$ cat src/rtl/i2cs_pkg.sv
package i2cs_pkg;

   typedef enum logic [2:0] {
      ST_IDLE,
      ST_ADDR,
      ST_AACK,
      ST_WR,
      ST_WACK,
      ST_RD,
      ST_RACK,
      ST_RLOAD
   } bus_st_t;

   localparam logic [1:0] LVL_LOW  = 2'b00;
   localparam logic [1:0] LVL_OPEN = 2'b01;
   localparam logic [1:0] LVL_HIGH = 2'b10;

   // reserved code 2'b11 is folded onto the open level
   function automatic logic [1:0] strap_level(input logic [1:0] code);
      return (code == 2'b11) ? LVL_OPEN : code;
   endfunction

endpackage

$ cat src/rtl/i2cs_sync.sv
module i2cs_sync #(
   parameter int WIDTH     = 2,
   parameter int STAGES    = 2,
   parameter logic RST_VAL = 1'b1
) (
   input  logic             clk,
   input  logic             rst_n,
   input  logic [WIDTH-1:0] d,
   output logic [WIDTH-1:0] q
);

   initial begin
      assert (STAGES >= 2) else $error("i2cs_sync: STAGES must be at least 2");
      assert (WIDTH >= 1)  else $error("i2cs_sync: WIDTH must be positive");
   end

   for (genvar k = 0; k < STAGES; k++) begin : g_stg
      logic [WIDTH-1:0] r;
      if (k == 0) begin : g_first
         always_ff @(posedge clk or negedge rst_n) begin
            if (!rst_n) r <= {WIDTH{RST_VAL}};
            else        r <= d;
         end
      end else begin : g_next
         always_ff @(posedge clk or negedge rst_n) begin
            if (!rst_n) r <= {WIDTH{RST_VAL}};
            else        r <= g_stg[k-1].r;
         end
      end
   end

   assign q = g_stg[STAGES-1].r;

endmodule

$ cat src/rtl/i2cs_addr_dec.sv
module i2cs_addr_dec
   import i2cs_pkg::*;
#(
   parameter logic [6:0] BASE_ADDR = 7'h70
) (
   input  logic [1:0] a1_code,
   input  logic [1:0] a0_code,
   output logic [6:0] dev_addr
);

   localparam int NUM_ADDR = 9;

   initial begin
      assert (int'(BASE_ADDR) + NUM_ADDR - 1 <= 127)
         else $error("i2cs_addr_dec: address range overflows 7 bits");
   end

   logic [1:0] lvl1, lvl0;
   logic [3:0] sel_idx;

   always_comb begin
      lvl1     = strap_level(a1_code);
      lvl0     = strap_level(a0_code);
      sel_idx  = ({2'b00, lvl1} * 4'd3) + {2'b00, lvl0};
      dev_addr = BASE_ADDR + {3'b000, sel_idx};
   end

endmodule

$ cat src/rtl/i2cs_regbank.sv
module i2cs_regbank #(
   parameter int NCTRL  = 4,
   parameter int NFAULT = 8
) (
   input  logic               clk,
   input  logic               rst_n,
   input  logic               wr_en,
   input  logic [7:0]         wr_idx,
   input  logic [7:0]         wr_data,
   input  logic [7:0]         rd_idx,
   output logic [7:0]         rd_data,
   input  logic [NFAULT-1:0]  fault_evt,
   output logic               fault_any,
   output logic [8*NCTRL-1:0] ctrl_flat
);

   initial begin
      assert (NCTRL >= 1 && NCTRL <= 254) else $error("i2cs_regbank: NCTRL out of range");
      assert (NFAULT >= 1 && NFAULT <= 8) else $error("i2cs_regbank: NFAULT out of range");
   end

   logic [NFAULT-1:0] status;
   logic [NFAULT-1:0] clr_mask;

   assign clr_mask = (wr_en && wr_idx == 8'd0) ? wr_data[NFAULT-1:0] : '0;

   always_ff @(posedge clk or negedge rst_n) begin
      if (!rst_n) status <= '0;
      else        status <= (status & ~clr_mask) | fault_evt;
   end

   assign fault_any = |status;

   for (genvar k = 0; k < NCTRL; k++) begin : g_ctrl
      logic [7:0] r;
      always_ff @(posedge clk or negedge rst_n) begin
         if (!rst_n)                                r <= 8'h00;
         else if (wr_en && wr_idx == 8'(k + 1))     r <= wr_data;
      end
      assign ctrl_flat[8*k +: 8] = r;
   end

   always_comb begin
      rd_data = 8'h00;
      if (rd_idx == 8'd0) begin
         rd_data[NFAULT-1:0] = status;
      end
      for (int k = 0; k < NCTRL; k++) begin
         if (rd_idx == 8'(k + 1)) rd_data = ctrl_flat[8*k +: 8];
      end
   end

   // assertions
   for (genvar i = 0; i < NFAULT; i++) begin : g_fchk
      a_r7_event_sets: assert property (@(posedge clk) disable iff (!rst_n)
         fault_evt[i] |=> status[i]);
      a_r7_bit_sticky: assert property (@(posedge clk) disable iff (!rst_n)
         (status[i] && !clr_mask[i]) |=> status[i]);
      a_r8_one_clears: assert property (@(posedge clk) disable iff (!rst_n)
         (clr_mask[i] && !fault_evt[i]) |=> !status[i]);
   end

   a_r6_ctrl_hold: assert property (@(posedge clk) disable iff (!rst_n)
      !wr_en |=> $stable(ctrl_flat));

endmodule

$ cat src/rtl/tri_addr_reg_slave.sv
module tri_addr_reg_slave
   import i2cs_pkg::*;
#(
   parameter logic [6:0] BASE_ADDR   = 7'h70,
   parameter int         NCTRL       = 4,
   parameter int         NFAULT      = 8,
   parameter int         SYNC_STAGES = 2
) (
   input  logic               clk,
   input  logic               rst_n,
   input  logic               scl_i,
   input  logic               sda_i,
   output logic               sda_pull_o,
   input  logic [1:0]         a1_code_i,
   input  logic [1:0]         a0_code_i,
   input  logic [NFAULT-1:0]  fault_evt_i,
   output logic               fault_pull_o,
   output logic [8*NCTRL-1:0] ctrl_o
);

   localparam int NREGS = NCTRL + 1;
   localparam logic [7:0] LAST_IDX = 8'(NREGS - 1);

   initial begin
      assert (NREGS <= 255) else $error("tri_addr_reg_slave: too many registers");
   end

   // line synchronisation and condition detection
   logic [1:0] bus_s;
   logic       scl_s, sda_s, scl_q, sda_q;

   i2cs_sync #(.WIDTH(2), .STAGES(SYNC_STAGES), .RST_VAL(1'b1)) u_sync (
      .clk   (clk),
      .rst_n (rst_n),
      .d     ({scl_i, sda_i}),
      .q     (bus_s)
   );

   assign scl_s = bus_s[1];
   assign sda_s = bus_s[0];

   always_ff @(posedge clk or negedge rst_n) begin
      if (!rst_n) begin
         scl_q <= 1'b1;
         sda_q <= 1'b1;
      end else begin
         scl_q <= scl_s;
         sda_q <= sda_s;
      end
   end

   logic scl_rise, scl_fall, bus_start, bus_stop;
   assign scl_rise  = scl_s & ~scl_q;
   assign scl_fall  = ~scl_s & scl_q;
   assign bus_start = scl_s & scl_q & sda_q & ~sda_s;
   assign bus_stop  = scl_s & scl_q & ~sda_q & sda_s;

   // address select
   logic [6:0] dev_addr;

   i2cs_addr_dec #(.BASE_ADDR(BASE_ADDR)) u_adec (
      .a1_code  (a1_code_i),
      .a0_code  (a0_code_i),
      .dev_addr (dev_addr)
   );

   // transfer engine state
   bus_st_t    st;
   logic [2:0] bit_cnt;
   logic [6:0] shreg;
   logic [6:0] tx;
   logic [7:0] ptr;
   logic       rw_bit, ack_drv, ptr_phase, pull;

   logic [7:0] rx_byte, ptr_inc, rd_data;
   logic       byte_done, wr_en;

   assign rx_byte   = {shreg, sda_s};
   assign byte_done = scl_rise && (bit_cnt == 3'd7);
   assign ptr_inc   = (ptr == LAST_IDX) ? 8'd0 : ptr + 8'd1;
   assign wr_en     = (st == ST_WR) && byte_done && !ptr_phase && !bus_start && !bus_stop;

   i2cs_regbank #(.NCTRL(NCTRL), .NFAULT(NFAULT)) u_regs (
      .clk       (clk),
      .rst_n     (rst_n),
      .wr_en     (wr_en),
      .wr_idx    (ptr),
      .wr_data   (rx_byte),
      .rd_idx    (ptr),
      .rd_data   (rd_data),
      .fault_evt (fault_evt_i),
      .fault_any (fault_pull_o),
      .ctrl_flat (ctrl_o)
   );

   always_ff @(posedge clk or negedge rst_n) begin
      if (!rst_n) begin
         st        <= ST_IDLE;
         bit_cnt   <= 3'd0;
         shreg     <= 7'd0;
         tx        <= 7'd0;
         ptr       <= 8'd0;
         rw_bit    <= 1'b0;
         ack_drv   <= 1'b0;
         ptr_phase <= 1'b0;
         pull      <= 1'b0;
      end else if (bus_start) begin
         st      <= ST_ADDR;
         bit_cnt <= 3'd0;
         ack_drv <= 1'b0;
         pull    <= 1'b0;
      end else if (bus_stop) begin
         st   <= ST_IDLE;
         pull <= 1'b0;
      end else begin
         unique case (st)
            ST_IDLE: ;
            ST_ADDR: if (scl_rise) begin
               shreg   <= rx_byte[6:0];
               bit_cnt <= bit_cnt + 3'd1;
               if (byte_done) begin
                  if (shreg == dev_addr) begin
                     rw_bit  <= sda_s;
                     ack_drv <= 1'b0;
                     st      <= ST_AACK;
                  end else begin
                     st <= ST_IDLE;
                  end
               end
            end
            ST_AACK: if (scl_fall) begin
               if (!ack_drv) begin
                  pull    <= 1'b1;
                  ack_drv <= 1'b1;
               end else if (rw_bit) begin
                  tx      <= rd_data[6:0];
                  pull    <= ~rd_data[7];
                  ptr     <= ptr_inc;
                  bit_cnt <= 3'd0;
                  st      <= ST_RD;
               end else begin
                  pull      <= 1'b0;
                  bit_cnt   <= 3'd0;
                  ptr_phase <= 1'b1;
                  st        <= ST_WR;
               end
            end
            ST_WR: if (scl_rise) begin
               shreg   <= rx_byte[6:0];
               bit_cnt <= bit_cnt + 3'd1;
               if (byte_done) begin
                  if (ptr_phase) begin
                     ptr       <= rx_byte;
                     ptr_phase <= 1'b0;
                  end else begin
                     ptr <= ptr_inc;
                  end
                  ack_drv <= 1'b0;
                  st      <= ST_WACK;
               end
            end
            ST_WACK: if (scl_fall) begin
               if (!ack_drv) begin
                  pull    <= 1'b1;
                  ack_drv <= 1'b1;
               end else begin
                  pull    <= 1'b0;
                  bit_cnt <= 3'd0;
                  st      <= ST_WR;
               end
            end
            ST_RD: begin
               if (scl_rise) begin
                  bit_cnt <= bit_cnt + 3'd1;
                  if (byte_done) st <= ST_RACK;
               end else if (scl_fall) begin
                  pull <= ~tx[6];
                  tx   <= {tx[5:0], 1'b0};
               end
            end
            ST_RACK: begin
               if (scl_fall) begin
                  pull <= 1'b0;
               end else if (scl_rise) begin
                  st <= sda_s ? ST_IDLE : ST_RLOAD;
               end
            end
            ST_RLOAD: if (scl_fall) begin
               tx      <= rd_data[6:0];
               pull    <= ~rd_data[7];
               ptr     <= ptr_inc;
               bit_cnt <= 3'd0;
               st      <= ST_RD;
            end
            default: st <= ST_IDLE;
         endcase
      end
   end

   assign sda_pull_o = pull;

   // assertions
   a_r10_start_to_addr: assert property (@(posedge clk) disable iff (!rst_n)
      bus_start |=> (st == ST_ADDR && !sda_pull_o));

   a_r10_stop_to_idle: assert property (@(posedge clk) disable iff (!rst_n)
      (bus_stop && !bus_start) |=> (st == ST_IDLE && !sda_pull_o));

   a_r2_mismatch_idle: assert property (@(posedge clk) disable iff (!rst_n)
      (st == ST_ADDR && byte_done && shreg != dev_addr) |=> (st == ST_IDLE));

   a_r3_ack_held: assert property (@(posedge clk) disable iff (!rst_n)
      ((st == ST_AACK || st == ST_WACK) && ack_drv && !scl_fall && !bus_start && !bus_stop)
      |=> sda_pull_o);

   a_r5_master_ack_free: assert property (@(posedge clk) disable iff (!rst_n)
      (st == ST_RACK && scl_rise) |-> !sda_pull_o);

   a_r2_idle_released: assert property (@(posedge clk) disable iff (!rst_n)
      (st == ST_IDLE) |-> !sda_pull_o);

endmodule

$ cat config.mk
export PLATFORM = sky130hd
export DESIGN_NAME = tri_addr_reg_slave
export DESIGN_NICKNAME = d
export VERILOG_FILES = /design/src/rtl/i2cs_pkg.sv /design/src/rtl/i2cs_sync.sv /design/src/rtl/i2cs_addr_dec.sv /design/src/rtl/i2cs_regbank.sv /design/src/rtl/tri_addr_reg_slave.sv
export SDC_FILE = /design/constraint.sdc
export NUM_CORES = 1
export LEC_CHECK = 0
export BUFFER_PORTS_ARGS = -buffer_cell sky130_fd_sc_hd__clkbuf_2
export CORE_MARGIN = 2
export CORE_UTILIZATION = 55
export CTS_CLUSTER_DIAMETER = 150
export DETAILED_ROUTE_END_ITERATION = 10
export PLACE_DENSITY = 0.85
export SLEW_MARGIN = 20
export SYNTH_ARGS = -nofsm -noshare
export SYNTH_HDL_FRONTEND = slang
export SYNTH_HIERARCHICAL = 1
export SYNTH_SLANG_ARGS = --single-unit
export TNS_END_PERCENT = 30
$ cat constraint.sdc
create_clock -name clk -period 2.8 [get_ports clk]
set_clock_uncertainty 0.15 [all_clocks]
set_input_delay 0.84 -clock clk [delete_from_list [all_inputs] [get_ports clk]]
set_output_delay 0.84 -clock clk [all_outputs]
set_load 0.01 [all_outputs]
==> results_dict.tcl <==
set metrics [dict create \
    min_to "u_sync/q[1]$_DFF_PN1_" \
    slew_headroom_pct 52.2 \
    overflow 0 \
    violations "negative setup slack" \
    first_iter_violations 496 \
    dpl.hpwl_um 7590 \
    tightest_slew_ns 0.715 \
    cp_slowest_stage_delay_ns 0.35 \
    finalWorstSetupSlack_ns -0.114 \
    rows 32 \
    startpoint "a1_code_i[0]" \
    grt_pass1_vias 3551 \
    synth_edf_count 0 \
    preCtsSetupSlack_ns -0.587 \
    hp-start "u_sync/g_stg[0].r[1]$_DFF_PN1_" \
    yosys_most_used_dff "dfrtp_1" \
    fmax_mhz 343 \
    hold_violations 0 \
    grt_max_degree 44 \
    drcViolationCount 0 \
    reg2reg_depth 9 \
    worstSetupPathType "in2reg" \
    instances_no_fill 574 \
    nFillCells 595 \
    io_buffer_count 49 \
    cp.required_ns 2.88 \
    rsz0062_at_grt "yes" \
    final_antenna_net_count 0 \
    drv_slew 0 \
    dpl_cell_area_um2 4850 \
    ys_warn_count 6 \
    drive_gt1_share_pct 35.8 \
    synth_seq_area_share_pct 43.9 \
    status "finished with violations" \
    ys_ff_latch 78 \
    hold_class "reg2reg" \
    cts.sinks 78 \
    ir_drop_mv 0.327 \
    dpl.cell_count 557 \
    totalWireLength_um 11100 \
    synthArstFlopShare_pct 100 \
    syn_avg_cell_area_um2 10.9 \
    area_growth_pct 13.3 \
    die_h_um 94.1 \
    synth.distinct_cells 69 \
    clk_path_buf_depth 2 \
    cts_tree "yes" \
    rr_endpoint "u_regs/g_ctrl[2].r[1]$_DFFE_PN0P_" \
    post-route-period-util_pct 104 \
    ctsHtreeMaxLevel 3 \
    maxCapViolations 0 \
    hold_depth 0 \
    synth_cells 410 \
    fin_util_pct 64.8 \
    netlist_area_um2 4470 \
    start_util_pct 57.2 \
    core-area_um2 7810 \
    chipWidth_um 94.1 \
    numCtsBuffers 9 \
    cp_slowest_cell "mux2_2" \
    wl_per_cell_um 19.4 \
    cts-root-buf "clkbuf_8" \
    io_pins 50 \
    r2r-start "bit_cnt[0]$_DFFE_PN0P_" \
    grt_pass1_wl_um 18300 \
    critical_path.top_delay_family "adder cells" \
    insertion_delay_ns 0.36 \
    power.leakage_nw 2.41 \
    clk_pin_slew_ns 0.07 \
    vias 3669 \
    place.gp.congestion 0.951 \
    diodes 0 \
    startpoint_type "input pin" \
    antenna_found_initial 0 \
    viasPerCell 6.39 \
    r2r_setup_slack_ns 0.12 \
    crit_fanout 2 \
    final_cell_area_um2 5060 \
    critPathArrivalTime_ns 3.00 \
    first_pass_iters 6 \
    worst_hold_slack_ns 0.207 \
    cp-end-kind "register" \
    grt_usage_pct 26.9 \
    final_nets 491 \
    path_cells "buf_6 -> or2_1 -> ha_1 -> ha_2 -> fa_2 -> xor2_1 -> nor4_1 -> nand4_1 -> nor4_2 -> mux2_2" \
    critPathBufInv 1 \
    finalSetupViolations 2 \
    period_needed_ns 2.91 \
    die_area_um2 8860 \
    power.density_nw_per_um2 425 \
]
-- repair_timing --
action                                  4_1_cts  5_1_grt
hold buffers                                  0        0
buffers inserted                              1        0
cloned                                        0        0
pin swaps                                     2        2
gates resized for setup                       4        2
endpoints found under the setup margin       10        3
-- area by class of cell --
class                   instances  area (µm²)  area share, %
repair buffers                 70         424           8.38
inverters                      11        41.3          0.816
multi-input cells             297        2330           46.1
clock buffers                  11         141           2.79
well taps                     102         128           2.52
flip-flops and latches         78        1960           38.7
clock inverters                 5        33.8          0.667
-- state kept, by name (all words and copies together), names as in the netlist --
register / flops
u_sync/q: 2
u_regs/g_ctrl.r: 32
u_regs/status: 8
sda_pull_o: 1
st: 3
scl_q: 1
rw_bit: 1
ptr: 8
shreg: 7
ptr_phase: 1
tx: 7
bit_cnt: 3
ack_drv: 1
u_sync/g_stg.r: 2
sda_q: 1
-- power by group --
part | total [W] | switching, W | leakage, nW | internal, W
clock network | 0.000763 | 0.000416 | 0.0857 | 0.000346
registers | 0.00121 | 0.0000504 | 1.02 | 0.00116
logic | 0.000181 | 0.000100 | 1.30 | 0.0000811
total | 0.00215 | 0.000567 | 2.41 | 0.00158
-- cells in the mapped netlist (7+ instances only) --
cell      count  area (µm²)
a21o_1        8        60.1
a21oi_1      32         160
a22oi_1       8        60.1
buf_2         7        35.0
buf_4         7        52.6
clkbuf_1      8        30.0
dfrtp_1      72        1800
ha_1          7        87.6
inv_1        11        41.3
mux2_2       56         631
mux2i_1       7        70.1
nand2_1      13        48.8
nand4_1      13        81.3
nor2_1       30         113
nor3_1        7        35.0
o21ai_0      16        80.1
o21ai_1       8        40.0
-- how the worst max path moves through the flow --
stage,end,slack [ns],depth (start not counted)
finish,rw_bit$_DFFE_PN0P_,-0.11,10
global route,rw_bit$_DFFE_PN0P_,-0.23,10
CTS,rw_bit$_DFFE_PN0P_,-0.12,10
detailed placement,rw_bit$_DFFE_PN0P_,-0.59,10
global placement,rw_bit$_DFFE_PN0P_,-0.52,10
floorplan,rw_bit$_DFFE_PN0P_,-0.37,9
-- through the flow --
stage               power, W  TNS [ns]
CTS                  0.00216    -0.143
global route         0.00224    -0.437
finish               0.00215    -0.125
detailed placement   0.00141     -1.46
floorplan            0.00132    -0.504
global placement     0.00140     -1.23
-- logic make-up after synthesis --
group / Yosys count / share of synthesized area (%)
AOI/OAI and AO/OA: 105 / 15.7
xor gates and xnor gates: 9 / 1.77
adders and majority gates: 8 / 2.41
buffers and inverters: 37 / 4.57
DFF: 78 / 43.9
muxes: 64 / 16.0
other: 1 / 0.0840
and+or+nand+nor: 108 / 15.6
-- cell usage in the layout, fill, tap and decap left out, types with 3 or more instances in the layout --
| cell type | Yosys | final |
|---|---|---|
| a31oi_1 | 4 | 4 |
| xor2_1 | 4 | 4 |
| mux2_2 | 56 | 56 |
| conb_1 | 1 | 3 |
| clkbuf_8 | 0 | 10 |
| clkbuf_2 | 0 | 47 |
| nand2_1 | 13 | 13 |
| buf_4 | 7 | 21 |
| a21o_1 | 8 | 8 |
| mux2i_1 | 7 | 7 |
| nor3_1 | 7 | 7 |
| o21ai_1 | 8 | 8 |
| nor3b_1 | 3 | 3 |
| nor2_1 | 30 | 30 |
| inv_1 | 11 | 11 |
| nor2b_1 | 6 | 6 |
| ha_1 | 7 | 6 |
| nand3_1 | 4 | 4 |
| dfstp_2 | 6 | 6 |
| nor4_1 | 6 | 5 |
| nand2b_1 | 5 | 5 |
| xnor2_1 | 5 | 5 |
| o21ai_0 | 16 | 16 |
| a22oi_1 | 8 | 8 |
| nand4_1 | 13 | 13 |
| a21oi_1 | 32 | 31 |
| o22ai_1 | 4 | 4 |
| dfrtp_1 | 72 | 72 |
-- routing by layer --
metal  GRT usage [%]  part of all wire, %
met5               0                    0
met1            36.9                   40
met3            4.49                  8.2
met2            42.6                   49
met4            11.0                  3.0
No activity file was read; power rests on OpenSTA's default activity.
